### config.mk
export PLATFORM = sky130hd
export DESIGN_NAME = spi_sck_gen
export DESIGN_NICKNAME = d
export VERILOG_FILES = /design/src/rtl/spi_sck_pkg.sv /design/src/rtl/sck_rate_sel.sv /design/src/rtl/sck_phase_ctr.sv /design/src/rtl/sck_pin_drv.sv /design/src/rtl/spi_sck_gen.sv
export SDC_FILE = /design/constraint.sdc
export NUM_CORES = 1
export LEC_CHECK = 0
export ABC_AREA = 1
export BUFFER_PORTS_ARGS = -buffer_cell sky130_fd_sc_hd__buf_2
export CAP_MARGIN = 20
export CORE_MARGIN = 2
export CORE_UTILIZATION = 61
export DETAILED_ROUTE_END_ITERATION = 16
export PLACE_DENSITY = 0.74
export SLEW_MARGIN = 15
export SYNTH_ARGS = -nofsm -noshare
export SYNTH_HDL_FRONTEND = slang
export SYNTH_HIERARCHICAL = 1
export SYNTH_SLANG_ARGS = --single-unit
### constraint.sdc
create_clock -name clk -period 7.7 [get_ports clk]
set_clock_uncertainty 0.1 [all_clocks]
set_input_delay 1.155 -clock clk [delete_from_list [all_inputs] [get_ports clk]]
set_output_delay 1.155 -clock clk [all_outputs]
set_load 0.05 [all_outputs]
### src/rtl/spi_sck_pkg.sv
package spi_sck_pkg;

  localparam int PRE_W = 2;
  localparam int SCL_W = 4;
  localparam int FACT_W = 16;
  localparam int PER_W = 18;

  function automatic logic [2:0] pre_factor(input logic [PRE_W-1:0] code);
    logic [2:0] f;
    case (code)
      2'd0:    f = 3'd2;
      2'd1:    f = 3'd3;
      2'd2:    f = 3'd5;
      default: f = 3'd7;
    endcase
    return f;
  endfunction

  function automatic logic [FACT_W-1:0] scl_factor(input logic [SCL_W-1:0] code);
    logic [FACT_W-1:0] f;
    if (code < SCL_W'(4))
      f = FACT_W'({code, 1'b0}) + FACT_W'(2);
    else
      f = FACT_W'(1) << code;
    return f;
  endfunction

endpackage

### src/rtl/sck_rate_sel.sv
module sck_rate_sel
  import spi_sck_pkg::*;
#(
  parameter bit DBL_EN = 1'b1
) (
  input  logic [PRE_W-1:0] pre_sel,
  input  logic [SCL_W-1:0] scl_sel,
  input  logic             dbl_rate,
  output logic [PER_W-1:0] per_len,
  output logic [PER_W-1:0] act_len
);

  logic [PER_W-1:0] prod;

  always_comb begin
    prod = PER_W'(pre_factor(pre_sel)) * PER_W'(scl_factor(scl_sel));
  end

  generate
    if (DBL_EN) begin : g_dbl
      assign per_len = dbl_rate ? (prod >> 1) : prod;
    end else begin : g_nodbl
      logic unused_dbl;
      assign unused_dbl = dbl_rate;
      assign per_len = prod;
    end
  endgenerate

  // active phase takes the extra cycle of an odd count
  assign act_len = (per_len + PER_W'(1)) >> 1;

  // the phases never differ by more than one cycle
  always_comb begin
    assert ((act_len << 1) == per_len || (act_len << 1) == per_len + PER_W'(1))
      else $error("p_phase_split_r5");
  end

endmodule

### src/rtl/sck_phase_ctr.sv
module sck_phase_ctr
  import spi_sck_pkg::*;
(
  input  logic             clk,
  input  logic             rst,
  input  logic             run_en,
  input  logic [PER_W-1:0] per_len,
  input  logic [PER_W-1:0] act_len,
  output logic             start_ev,
  output logic             wrap_ev,
  output logic             half_ev
);

  logic             active;
  logic [PER_W-1:0] cnt;
  logic [PER_W-1:0] per_q;
  logic [PER_W-1:0] act_q;
  logic [PER_W-1:0] cnt_nxt;

  assign cnt_nxt  = cnt + PER_W'(1);
  assign start_ev = run_en && !active;
  assign wrap_ev  = run_en && active && (cnt_nxt == per_q);
  assign half_ev  = run_en && active && (cnt_nxt != per_q) && (cnt_nxt == act_q);

  always_ff @(posedge clk) begin
    if (rst || !run_en) begin
      active <= 1'b0;
      cnt    <= '0;
    end else if (!active) begin
      active <= 1'b1;
      cnt    <= '0;
    end else if (wrap_ev) begin
      cnt <= '0;
    end else begin
      cnt <= cnt_nxt;
    end
  end

  always_ff @(posedge clk) begin
    if (rst) begin
      per_q <= PER_W'(2);
      act_q <= PER_W'(1);
    end else if (start_ev) begin
      per_q <= per_len;
      act_q <= act_len;
    end
  end

  // the latched rate holds while a frame runs
  p_rate_held_r6: assert property (@(posedge clk) disable iff (rst)
    (active && run_en) |=> ($stable(per_q) && $stable(act_q)));

  // the count stays inside one period
  p_cnt_range_r4: assert property (@(posedge clk) disable iff (rst)
    active |-> (cnt < per_q));

endmodule

### src/rtl/sck_pin_drv.sv
module sck_pin_drv (
  input  logic clk,
  input  logic rst,
  input  logic run_en,
  input  logic cpol,
  input  logic start_ev,
  input  logic wrap_ev,
  input  logic half_ev,
  output logic sck,
  output logic lead_stb,
  output logic trail_stb
);

  logic pol_q;

  always_ff @(posedge clk) begin
    if (rst || !run_en) begin
      sck       <= cpol;
      lead_stb  <= 1'b0;
      trail_stb <= 1'b0;
    end else begin
      lead_stb  <= start_ev || wrap_ev;
      trail_stb <= half_ev;
      if (start_ev)
        sck <= !cpol;
      else if (wrap_ev)
        sck <= !pol_q;
      else if (half_ev)
        sck <= pol_q;
    end
  end

  always_ff @(posedge clk) begin
    if (rst)
      pol_q <= 1'b0;
    else if (start_ev)
      pol_q <= cpol;
  end

  // a dropped enable parks the clock at the idle level one edge later
  p_idle_park_r8: assert property (@(posedge clk) disable iff (rst)
    !run_en |=> (sck == $past(cpol) && !lead_stb && !trail_stb));

  // the two strobes never coincide
  p_no_dual_stb_r7: assert property (@(posedge clk) disable iff (rst)
    !(lead_stb && trail_stb));

  // a leading strobe comes with the non-idle level
  p_lead_level_r7: assert property (@(posedge clk) disable iff (rst)
    lead_stb |-> (sck != pol_q));

  // a trailing strobe comes with the idle level
  p_trail_level_r7: assert property (@(posedge clk) disable iff (rst)
    trail_stb |-> (sck == pol_q));

endmodule

### src/rtl/spi_sck_gen.sv
module spi_sck_gen
  import spi_sck_pkg::*;
#(
  parameter bit DBL_EN = 1'b1
) (
  input  logic             clk,
  input  logic             rst,
  input  logic             run_en,
  input  logic             cpol,
  input  logic [PRE_W-1:0] pre_sel,
  input  logic [SCL_W-1:0] scl_sel,
  input  logic             dbl_rate,
  output logic             sck,
  output logic             lead_stb,
  output logic             trail_stb
);

  logic [PER_W-1:0] per_len;
  logic [PER_W-1:0] act_len;
  logic             start_ev;
  logic             wrap_ev;
  logic             half_ev;

  sck_rate_sel #(.DBL_EN(DBL_EN)) u_rate (
    .pre_sel  (pre_sel),
    .scl_sel  (scl_sel),
    .dbl_rate (dbl_rate),
    .per_len  (per_len),
    .act_len  (act_len)
  );

  sck_phase_ctr u_ctr (
    .clk      (clk),
    .rst      (rst),
    .run_en   (run_en),
    .per_len  (per_len),
    .act_len  (act_len),
    .start_ev (start_ev),
    .wrap_ev  (wrap_ev),
    .half_ev  (half_ev)
  );

  sck_pin_drv u_pin (
    .clk       (clk),
    .rst       (rst),
    .run_en    (run_en),
    .cpol      (cpol),
    .start_ev  (start_ev),
    .wrap_ev   (wrap_ev),
    .half_ev   (half_ev),
    .sck       (sck),
    .lead_stb  (lead_stb),
    .trail_stb (trail_stb)
  );

endmodule

**Yosys cells after proc, flatten, opt, wreduce, memory -nomap -nowiden**

Cells that the tools add are included.

- Shift operators: 1
- Bitwise logic cells: 1
- Equality and inequality tests: 5
- Add/subtract/negate cells: 3
- Multipliers: 1
- Reduce and logical (&&, ||, !) cells: 14
- Magnitude comparators: 1
- Mux-type cells: 8

Operators with widths:

| operator | count |
|---|---|
| 18-bit by 1-bit adder with 18-bit output, second input constant | 2 |
| 18-bit by 17-bit equality test with 1-bit output | 1 |
| 18-bit equality test | 1 |
| 3-bit by 16-bit multiplier with 18-bit output | 1 |
| 18-bit two-way mux | 1 |
| 18-bit != test | 1 |
| 16-bit two-way mux | 1 |
| 1-bit by 4-bit left shift with 16-bit output, first input constant | 1 |
| 3-bit one-hot mux with 3 select lines | 1 |
| 5-bit by 2-bit adder with 6-bit output, second input constant | 1 |
| 1-bit logical AND | 5 |
| 1-bit two-way mux | 5 |
| 1-bit zero test | 4 |
| 4-bit by 3-bit less-than comparator with 1-bit output, second input constant | 1 |
| 4-bit nonzero test | 1 |
| 3-bit OR reduction | 1 |
| 2-bit by 1-bit equality test with 1-bit output, second input constant | 1 |
| 2-bit equality test, second input constant | 1 |
| 2-bit zero test | 1 |
| 1-bit logical OR | 2 |
| 1-bit inverter | 1 |

- Word-level logic and storage cells: 42
- Flip-flop bits (word level): 58
- Output and inout bits: 3
- Input bits: 11

**Depth between registers and ports, before layout**

Gate-level depths: netlist (run 1).

- Depth after elaboration: 8
- Gate-level depth with buffers: 26
- Depth with buffers taken out: 25

**Modules after synthesis**

Netlist (run 1), hierarchy kept.

By module, submodules not included:

| module | cells an instance | instances | area an instance (µm²) | sequential area each (µm²) |
|---|---|---|---|---|
| sck_phase_ctr | 446 | 1 | 2942.8 | 1101.1 |
| sck_rate_sel | 465 | 1 | 2517.4 | 0.0 |
| sck_pin_drv | 25 | 1 | 182.7 | 90.1 |

**Worst setup path after synthesis (run 1)**

Ideal clock, no wire load.

- Path type: input to register
- Start: in scl_sel[0]
- End: reg u_ctr.act_q[10]
- Data arrival time: 4.149 ns
- Stages on the path: 18
- Setup time: 0.128 ns
- Setup slack: 3.323 ns
- Buffers on the path: 0
- Data required time: 7.472 ns
- Cell sequence: ha_1 ha_1 a21oi_1 nand2_1 fa_1 inv_1 fa_1 xnor2_1 or2_1 a21oi_2 nand2_2 nor2_4 nand2_2 nor2_4 nand2_2 xnor2_1 o21ai_0 a21oi_1

- Longest elaborated chain between the ends: 5
- Elaborated cells on any way between the ends: 7
- Classes of those cells: 2 x add/sub; 1 x mul; 1 x order compare; 1 x shift; 2 x mux

Ends and longest elaborated chain:

| what | line | text |
|---|---|---|
| start: declaration | spi_sck_gen.sv:11 | `input logic [SCL_W-1:0] scl_sel,` |
| 5-bit by 2-bit adder with 6-bit output, or another cell as far along | spi_sck_pkg.sv:22 | `f = FACT_W'({code, 1'b0}) + FACT_W'(2);` |
| 16-bit two-way mux (*) | spi_sck_pkg.sv:21 | `if (code < SCL_W'(4))` |
| 3-bit by 16-bit multiplier with 18-bit output (*) | sck_rate_sel.sv:16 | `prod = PER_W'(pre_factor(pre_sel)) * PER_W'(scl_factor(scl_sel));` |
| 18-bit two-way mux (*) | sck_rate_sel.sv:21 | `assign per_len = dbl_rate ? (prod >> 1) : prod;` |
| 18-bit by 1-bit adder with 18-bit output (*) | sck_rate_sel.sv:30 | `assign act_len = (per_len + PER_W'(1)) >> 1;` |
| net act_len[10] | spi_sck_gen.sv:19 | `logic [PER_W-1:0] act_len;` |
| end signal: assignment | sck_phase_ctr.sv:45 | `act_q <= act_len;` |
| end: declaration | sck_phase_ctr.sv:17 | `logic [PER_W-1:0] act_q;` |

Mark *: on every way through the listed nets, which the timed path passes. The rest lies on a longest branch.
A chain may end at the register's enable or synchronous reset.

**Worst setup path after layout (run 1)**

- Start: in scl_sel[0]
- End: reg u_ctr.act_q[11]

- Longest elaborated chain between the ends: 5
- Elaborated cells on any way between the ends: 7
- Classes of those cells: 2 x add/sub; 1 x mul; 1 x order compare; 1 x shift; 2 x mux

Ends and longest elaborated chain:

| what | line | text |
|---|---|---|
| 5-bit by 2-bit adder with 6-bit output, or another cell as far along | spi_sck_pkg.sv:22 |  |
| 16-bit two-way mux (*) | spi_sck_pkg.sv:21 |  |
| 3-bit by 16-bit multiplier with 18-bit output (*) | sck_rate_sel.sv:16 |  |
| 18-bit two-way mux (*) | sck_rate_sel.sv:21 |  |
| net per_len[7] | spi_sck_gen.sv:18 | `logic [PER_W-1:0] per_len;` |
| 18-bit by 1-bit adder with 18-bit output (*) | sck_rate_sel.sv:30 |  |
| net act_len[11] | spi_sck_gen.sv:19 |  |

Marked as above.

==> flow_summary.json, run 1 <==
{
  "drive_gt1_share_pct": 9.81,
  "final_common_cell": "nand2_1",
  "cts_buffers": 9,
  "ctsHoldBuffers": 0,
  "overflow": 0,
  "first_global_vias": 5403,
  "dr.pass1.iters": 5,
  "power_density_nw_per_um2": 127,
  "die_area_sq_um": 10000,
  "fin_crit_sh_pct": 59.4,
  "vias": 5636,
  "fin_nets": 994,
  "cpMaxStageDelayCell": "fa_1",
  "cts_resized": 0,
  "core-area_sq_um": 9110,
  "worstPathCellList": "buf_2, ha_1, ha_1, a21oi_1, nand2_1, fa_1, inv_1, fa_1, nand2_1, nand2_1, nand3_1, nand2_1, nand2_1, nand3_1, nand2_2, nand2_2, nor2_1, nand3_1, nand2_1, nand2_1, o21ai_0, a21oi_1",
  "fin_crit_ps": 4570,
  "critPathCaptureType": "register",
  "synth-edff-count": 1,
  "path_max_fanout": 5,
  "start_kind": "input port",
  "drtIter0Drc": 323,
  "die_y_microns": 100,
  "die_x_microns": 100,
  "synth_area_per_cell_sq_um": 6.03,
  "syn_area_sq_um": 5640,
  "clk_pin_slew_worst_paths_ps": 70,
  "post-dp-hpwl_mm": 11.2,
  "seqCellArea_sq_um": 1190,
  "synth_fa_ha_area_share_pct": 10.9,
  "multi_input_area_sq_um": 3820,
  "fin_setup_tns_ps": 0,
  "critPathKind": "input port to register",
  "wl_mm": 13.8,
  "synth_xor_area_share_pct": 3.73,
  "synthCells": 936,
  "async_reset_ff_share_pct": 0,
  "drv_cap": 0,
  "grt_use_total_pct": 29.1,
  "synth.mux.area_fraction_pct": 0,
  "maxSlewHeadroom_pct": 46.0,
  "p_leak_nw": 2.90,
  "worstSkewPairLatency_ps": 340,
  "num_antenna_cells": 0,
  "cts_root_buf": "clkbuf_8",
  "wire_per_inst_microns": 13.1,
  "worstPathRequired_ps": 7820,
  "worst-path-buf-inv": 2,
  "p_total_mw": 0.755,
  "worstMarginPinSlew_ps": 805,
  "cts_buffer_depth": 2,
  "num_io_pins": 14,
  "finalMaxSlewViolations": 0,
  "mostFrequentLayoutCells": "nand2_1, inv_1, nor2_1",
  "grt_first_pass_wirelength_mm": 23.6,
  "post-cts-setup-buffers": 0,
  "tritoncts": "done",
  "port_buffers": 13,
  "hold_class": "register to register",
  "fmax_mhz": 219,
  "finalHoldViolCount": 0,
  "syn2layout_area_growth_pct": 5.30,
  "via_per_inst": 5.32,
  "synthSimpleGateAreaFrac_pct": 44.9,
  "fillers": 888,
  "synth_top_family_by_area": "simple AND/OR/NAND/NOR gates",
  "yosysWarnings": 6,
  "synth_top_area_share_pct": 20.6,
  "synth_compound_area_share_pct": 7.96,
  "crit_arrival_ps": 4690,
  "synth_flop_cell": "dfxtp_1",
  "synth-seq-cells": 59,
  "cts.sinks": 59,
  "place_area_sq_um": 5750,
  "rows": 35,
  "cts_max_level": 3,
  "antenna_found_initial": 0,
  "ys_types": 40,
  "gp_congestion": 0.897,
  "drtAntennaViolNets": 0,
  "crit_family": "adder cells",
  "finalSetupViolCount": 0,
  "cp_common_cell": "nand2_1",
  "vdd_drop_max_mv": 0.0737,
  "rsz0062_at_grt": "no",
  "synthTopCellsByArea": "dfxtp_1, nand2_1, inv_1",
  "cp_slowest_stage_delay_ps": 540,
  "drc": 0,
  "synth_seq_area_share_pct": 21.1,
  "status": "finished clean",
  "final_area_sq_um": 5940,
  "start_util_pct": 62.0,
  "grt_start_max_net_pins": 50,
  "synth_area_leader_cell": "dfxtp_1"
}
-- cells by family after synthesis --
logic type / after synthesis
adder cells (fa/ha/maj): 40
other: 1
flip-flops: 59
XOR/XNOR: 24
AO/OA/AOI/OAI: 79
AND/OR/NAND/NOR: 572
buffers and inverters: 161
-- area by class of cell --
type                       instances  share of cell area, %
multi-input combinational        718                   64.2
clock inverter                     5                  0.632
tap                              111                   2.34
clock buffer                      11                   2.55
inverter                         140                   8.84
sequential                        59                   20.0
timing repair buffer              15                   1.35
-- path summary, 6_finish.rpt --
| kind | cells after the start | startpoint | slack (ps) | to |
|---|---|---|---|---|
| worst min register to register | 2 | u_ctr/per_q[10] | 370 | u_ctr/per_q[10] |
| worst max register to register | 17 | u_ctr/cnt[0] | 4840 | u_pin/sck |
| worst min-delay path | 2 | u_ctr/per_q[10] | 370 | u_ctr/per_q[10] |
| worst max-delay path | 22 | scl_sel[0] | 3130 | u_ctr/act_q[11] |
-- worst reg2reg max path: stages, from the launching register on --
cell,delay (ps)
dfxtp_1,470
ha_1,250
nand2_2,110
nor2_4,190
nand2_2,130
nor2_1,130
nand2_1,90
nand2_2,120
nor2_1,80
nor3b_1,180
nand2_1,140
nor2_1,110
nand2_1,70
nor2_1,110
inv_1,80
nand2_2,70
inv_1,50
nand4_1,80
-- report_power, final --
group	internal, mW	switching (mW)	total, mW	leakage (nW)
clock network	0.134	0.128	0.262	0.0798
logic	0.0543	0.106	0.160	2.33
registers	0.322	0.0104	0.332	0.486
-- registers in the layout (all words and copies together) (netlist names) --
signal,cells
u_ctr/act_q,18
u_ctr/active,1
u_ctr/cnt,18
u_ctr/per_q,18
u_pin/lead_stb,1
u_pin/pol_q,1
u_pin/sck,1
u_pin/trail_stb,1
-- routing by layer --
metal	routed length (microns)	track usage [%]
met1	5770	32.6
met2	7260	55.4
met3	358	2.65
met4	455	12.8
met5	0	0
-- per-stage QoR --
step                utilization (%)  instances  hold WS (ps)  worst slack, ps
floorplan                         -        938           344             3320
global placement               63.2       1043           355             2890
detailed placement             63.2       1043           362             2850
CTS                            65.2       1059           371             3170
global route                   65.2       1059           389             2840
finish                         65.2       1059           373             3130
-- synthesized netlist by cell type, types with 2 or more instances --
| library cell | instances |
|---|---|
| nand2_1 | 273 |
| inv_1 | 133 |
| nor2_1 | 125 |
| nand3_1 | 84 |
| dfxtp_1 | 58 |
| o21ai_0 | 39 |
| ha_1 | 25 |
| a21oi_1 | 24 |
| nand2_2 | 22 |
| nand4_1 | 21 |
| nor2_2 | 17 |
| clkbuf_1 | 15 |
| fa_1 | 15 |
| xnor2_1 | 14 |
| nand3b_1 | 11 |
| xor2_1 | 10 |
| inv_2 | 6 |
| nor2_4 | 6 |
| and2_1 | 4 |
| o211ai_1 | 4 |
| nor3_1 | 3 |
| o21ai_2 | 3 |
| buf_2 | 2 |
| buf_6 | 2 |
| o21ai_1 | 2 |
| o21bai_2 | 2 |
| o22ai_1 | 2 |
| or2_2 | 2 |
Note: power is estimated with default switching activity, not from simulation.
==> inputs of run 2 (changes only) <==
Settings changed: CORE_UTILIZATION 61 to 58.
Clock period 7.7 ns to 3.8 ns, I/O delays scaled along.
==> flow_summary.json, run 2 (same netlist as run 1, synthesis figures left out) <==
{
  "worstPathRequired_ps": 3910,
  "overflow": 0,
  "mostFrequentLayoutCells": "nand2_1, inv_1, nor2_1",
  "post-dp-hpwl_mm": 11.4,
  "vias": 5854,
  "power_density_nw_per_um2": 242,
  "drtAntennaViolNets": 0,
  "rows": 35,
  "place_area_sq_um": 6280,
  "crit_arrival_ps": 3710,
  "worstMarginPinSlew_ps": 826,
  "holdWs_ps": 354,
  "status": "finished clean",
  "start_util_pct": 60.5,
  "finalSetupViolCount": 0,
  "hold_class": "input port to register",
  "path_max_fanout": 8,
  "clk_pin_slew_worst_paths_ps": 70,
  "p_leak_nw": 3.27,
  "hold_start": "rst",
  "critPathKind": "input port to register",
  "critPathLaunch": "scl_sel[0]",
  "wire_per_inst_microns": 12.5,
  "final_area_sq_um": 6840,
  "syn2layout_area_growth_pct": 21.2,
  "fin_crit_sh_pct": 94.8,
  "cts.sinks": 59,
  "grt_use_total_pct": 27.6,
  "cts_root_buf": "clkbuf_8",
  "fillers": 809,
  "tritoncts": "done",
  "grt_start_max_net_pins": 43,
  "drc": 0,
  "drtIter0Drc": 242,
  "rsz0062_at_grt": "yes",
  "post-cts-setup-buffers": 0,
  "maxSlewHeadroom_pct": 44.6,
  "via_per_inst": 5.12,
  "cts_max_level": 3,
  "cts_buffers": 9,
  "core-area_sq_um": 9330,
  "first_global_vias": 5454,
  "cts_buffer_depth": 2,
  "r2r_start": "u_ctr/cnt[0]",
  "reg.largest.list": "u_ctr/act_q (18), u_ctr/cnt (18), u_ctr/per_q (18)",
  "finalMaxSlewViolations": 0,
  "fin_nets": 1061,
  "gp_congestion": 0.915,
  "fmax_mhz": 278,
  "start_kind": "input port",
  "fin_crit_ps": 3600,
  "final_common_cell": "nand2_1",
  "finalWorstSetupSlack_ps": 199,
  "final_util_pct": 73.3,
  "critPathCaptureType": "register",
  "worstSkewPairLatency_ps": 330,
  "regToRegSetupSlack_ps": 1000,
  "finalHoldViolCount": 0,
  "die_y_microns": 103,
  "port_buffers": 13,
  "place_ws_ps": -370,
  "antenna_found_initial": 0,
  "grt_first_pass_wirelength_mm": 23.4,
  "wl_mm": 14.3,
  "drv_cap": 0,
  "drive_gt1_share_pct": 22.1,
  "die_x_microns": 103,
  "num_io_pins": 14,
  "dr.pass1.iters": 5,
  "num_antenna_cells": 0,
  "vdd_drop_max_mv": 0.134,
  "die_area_sq_um": 10500
}
## run 2: cell types whose count changed in the layout (fill, tap and decap cells not counted), moves of 3 or more
cell,change
clkinvlp_4,-4
nand2_1,-22
buf_4,+67
nor2_1,-19
nand2_2,+20
clkinv_2,+3
ha_1,-13
nor2_2,+6
nor2_4,+13
ha_4,+12
a21oi_2,+5
a21oi_1,-5
## run 2: through the flow
stage                     cells  power, mW  TNS (ps)
final                      1144       1.65         0
after CTS                  1144       1.63         0
after global routing       1144       1.74      -266
after floorplan             938      0.941         0
after detailed placement   1128       1.06     -4770
after global placement     1128       1.05     -3920
## run 2: path summary, 6_finish.rpt
kind,endpoint,cells past startpoint
worst max-delay path,u_ctr/act_q[10],23
worst min-delay path,u_ctr/active,2
worst max register to register,u_pin/sck,17
worst min register to register,u_ctr/per_q[3],2
## run 2: cell type report
class                   count  area, sq um  area share [%]
repair buffers             82          583            8.53
well taps                 129          161            2.36
inverters                 140          526            7.69
clock inverters             5         52.6           0.769
multi-input cells         718         4180            61.2
flip-flops and latches     59         1190            17.4
clock buffers              11          141            2.07
## run 2: repair_timing
action / in CTS / in global routing
hold endpoints to repair: 0 / 0
resized for setup: 3 / 81
hold buffers: 0 / 0
endpoints found under the setup margin: 2 / 19
pin swaps: 0 / 18
## run 2: worst max-delay path: stages
cell and delay [ps]:
buf_2 120, buf_4 130, inv_1 80, ha_1 150
inv_1 110, nor2_4 140, nand2_1 80, fa_1 480
inv_1 40, ha_2 350, a21oi_4 170, nand2_2 100
nand2_1 90, nand3_1 90, o21ai_2 120, nand2_2 100
nor2_4 160, nand2_2 80, nor2_4 130, nand2_2 80
xnor2_1 120, o21ai_0 160, a21oi_1 60
## run 2: layer usage
| metal | vias up | wire [microns] | part of all wire, % | GRT usage, % |
|---|---|---|---|---|
| li1 | 3071 | - | - | - |
| met2 | 97 | 7500 | 52 | 51.9 |
| met4 | 0 | 437 | 3.1 | 12.3 |
| met5 | - | 0 | 0 | 0 |
| met1 | 2660 | 6050 | 42 | 31.5 |
| met3 | 26 | 320 | 2.2 | 2.51 |
## run 2: power breakdown
| part | total, mW | leakage (nW) | switching, mW | internal (mW) |
|---|---|---|---|---|
| Sequential | 0.674 | 0.486 | 0.0214 | 0.652 |
| Combinational | 0.415 | 2.69 | 0.242 | 0.172 |
| Clock | 0.563 | 0.0991 | 0.245 | 0.317 |
| Total | 1.65 | 3.27 | 0.509 | 1.14 |
==> inputs of run 3 (changes only) <==
Settings changed: ABC_AREA 1 to default, PLACE_DENSITY 0.74 to default, PLACE_DENSITY_LB_ADDON from default to 0.12.
==> flow_summary.json, run 3 <==
{
  "drv_cap": 0,
  "maxSlewHeadroom_pct": 48.7,
  "hold_class": "register to register",
  "r2r_start": "u_ctr/cnt[0]",
  "core-area_sq_um": 9110,
  "crit_family": "compound AO/OA/AOI/OAI gates",
  "cts_buffers": 9,
  "cts_root_buf": "clkbuf_8",
  "syn_area_sq_um": 5370,
  "synth_common_cells": "nand2_1, dfxtp_1, a21oi_1",
  "worstPathCellList": "buf_8, ha_4, ha_4, a21oi_4, nor2b_4, o21ai_2, fa_1, inv_2, fa_2, a21o_1, a221oi_4, buf_6, a2111oi_4, o31a_1, a31o_1, mux2_4, or4_4, or4_4, a21oi_2, a211o_1, nand2_1, a21oi_2",
  "overflow": 0,
  "cts_buffer_depth": 2,
  "grt_start_max_net_pins": 41,
  "power_density_nw_per_um2": 226,
  "vdd_drop_max_mv": 0.159,
  "final_area_sq_um": 7150,
  "synth_seq_area_share_pct": 22.2,
  "gp_congestion": 0.916,
  "yosysWarnings": 6,
  "r2r_cells": 11,
  "fin_cells": 945,
  "antenna_found_initial": 0,
  "rows": 35,
  "worst-path-buf-inv": 3,
  "synth-edff-count": 1,
  "finalHoldViolCount": 0,
  "reg.largest.list": "u_ctr/act_q (18), u_ctr/cnt (18), u_ctr/per_q (18)",
  "ys_types": 83,
  "cpMaxStageDelayCell": "fa_1",
  "syn2layout_area_growth_pct": 33.2,
  "clk_pin_slew_worst_paths_ps": 80,
  "drtAntennaViolNets": 0,
  "crit_arrival_ps": 5210,
  "vias": 5597,
  "critPathCaptureType": "register",
  "synth_flop_cell": "dfxtp_1",
  "hold_start": "u_ctr/act_q[1]",
  "fin_nets": 880,
  "reg2reg_to": "u_pin/sck",
  "grt_first_pass_wirelength_mm": 25.1,
  "num_io_pins": 14,
  "cp_slowest_stage_delay_ps": 490,
  "synth_area_leader_cell": "dfxtp_1",
  "finalWorstSetupSlack_ps": -1230,
  "die_area_sq_um": 10000,
  "dp.cells": 905,
  "dr.pass1.iters": 5,
  "async_reset_ff_share_pct": 0,
  "worstSkewPairLatency_ps": 350,
  "violations": "setup timing",
  "fin_crit_sh_pct": 132,
  "rsz0062_at_grt": "yes",
  "grt_use_total_pct": 30.6,
  "die_y_microns": 100,
  "final_common_cell": "nand2_1",
  "first_global_vias": 5440,
  "fin_crit_ps": 5030,
  "p_total_mw": 1.62,
  "synth-seq-cells": 59,
  "start_kind": "input port",
  "min_path_cells": 2,
  "cts.sinks": 59,
  "ctsHoldBuffers": 0,
  "port_buffers": 13,
  "synth_area_per_cell_sq_um": 7.53,
  "finalMaxSlewViolations": 0,
  "critPathLaunch": "scl_sel[0]",
  "num_antenna_cells": 0,
  "wire_per_inst_microns": 16.9,
  "tritoncts": "done",
  "yosysMostFrequentCell": "nand2_1",
  "path_max_fanout": 3,
  "holdWs_ps": 372,
  "via_per_inst": 5.92,
  "synthTopCellsByArea": "dfxtp_1, nand2_1, ha_1",
  "drc": 0,
  "start_util_pct": 59.0,
  "p_leak_nw": 3.00,
  "cts_max_level": 3,
  "status": "complete, but fails checks",
  "place_area_sq_um": 6240,
  "post-dp-hpwl_mm": 10.7,
  "synthCells": 713,
  "finalSetupViolCount": 20,
  "synth_top_area_share_pct": 21.6,
  "worstMarginPinSlew_ps": 767,
  "wl_mm": 16.0,
  "fmax_mhz": 199,
  "place_ws_ps": -1490,
  "drtIter0Drc": 287,
  "hold_end": "u_ctr/act_q[1]",
  "mostFrequentLayoutCells": "nand2_1, buf_4, dfxtp_1",
  "worstPathRequired_ps": 3980,
  "regToRegSetupSlack_ps": 70,
  "critPathKind": "input port to register",
  "die_x_microns": 100,
  "drive_gt1_share_pct": 31.4
}
run 3: worst max-delay path by stage:
stage               cells past startpoint  slack (ps)               to
global placement                       22       -1400  u_ctr/act_q[15]
CTS                                    22       -1040  u_ctr/act_q[15]
finish                                 22       -1230  u_ctr/act_q[15]
global route                           22       -1380  u_ctr/act_q[15]
detailed placement                     22       -1490  u_ctr/act_q[15]
floorplan                              20       -1200  u_ctr/act_q[15]
run 3: where the power goes:
part | switching, mW | leakage (nW) | total, mW | internal, mW
registers | 0.0184 | 0.481 | 0.659 | 0.640
clock network | 0.268 | 0.0822 | 0.504 | 0.236
logic | 0.245 | 2.44 | 0.457 | 0.213
total | 0.531 | 3.00 | 1.62 | 1.09
run 3: metrics by stage:
step / utilization, % / setup TNS [ps]
2_1_floorplan: - / -5400
3_3_place_gp: 68.5 / -14410
3_5_place_dp: 68.5 / -16330
4_1_cts: 75.2 / -5910
5_1_grt: 78.5 / -12990
6_report: 78.5 / -9410
run 3: tightest hold or removal path: cells and delay by family, from the launching register on:
kind	cells	cell delay [ps]
DFF	1	320
and+or+nand+nor	1	50
AOI/OAI and AO/OA	1	50
run 3: cells by family after synthesis:
| group | Yosys count | synth area share [%] |
|---|---|---|
| xor+xnor | 60 | 9.78 |
| flops | 59 | 22.2 |
| buf+inv | 84 | 7.08 |
| simple gates | 322 | 30.5 |
| mux | 10 | 2.05 |
| other cells | 1 | 0.0698 |
| compound gates | 137 | 16.9 |
| fa+ha+maj | 40 | 11.4 |
run 3: final cells by class:
cell class	count	area, sq um
multi-input cells	572	4340
fillers	629	1950
flip-flops and latches	59	1190
repair buffers	142	1140
inverters	45	179
well taps	111	139
clock buffers	10	128
clock inverters	6	42.5
run 3: repair_timing:
item,4_1_cts,5_1_grt
pin swaps,31,28
gates cloned,0,0
setup buffers,16,11
endpoints found under the setup margin,19,23
gates resized for setup,71,47
run 3: per-layer routing:
layer	routed length [microns]	part of all wire (%)	vias up	global-route usage, %
met5	0	0	-	0
met4	605	3.8	0	10.0
met3	606	3.8	49	3.41
met2	8460	53	171	57.8
met1	6330	40	2670	35.7
li1	-	-	2707	-
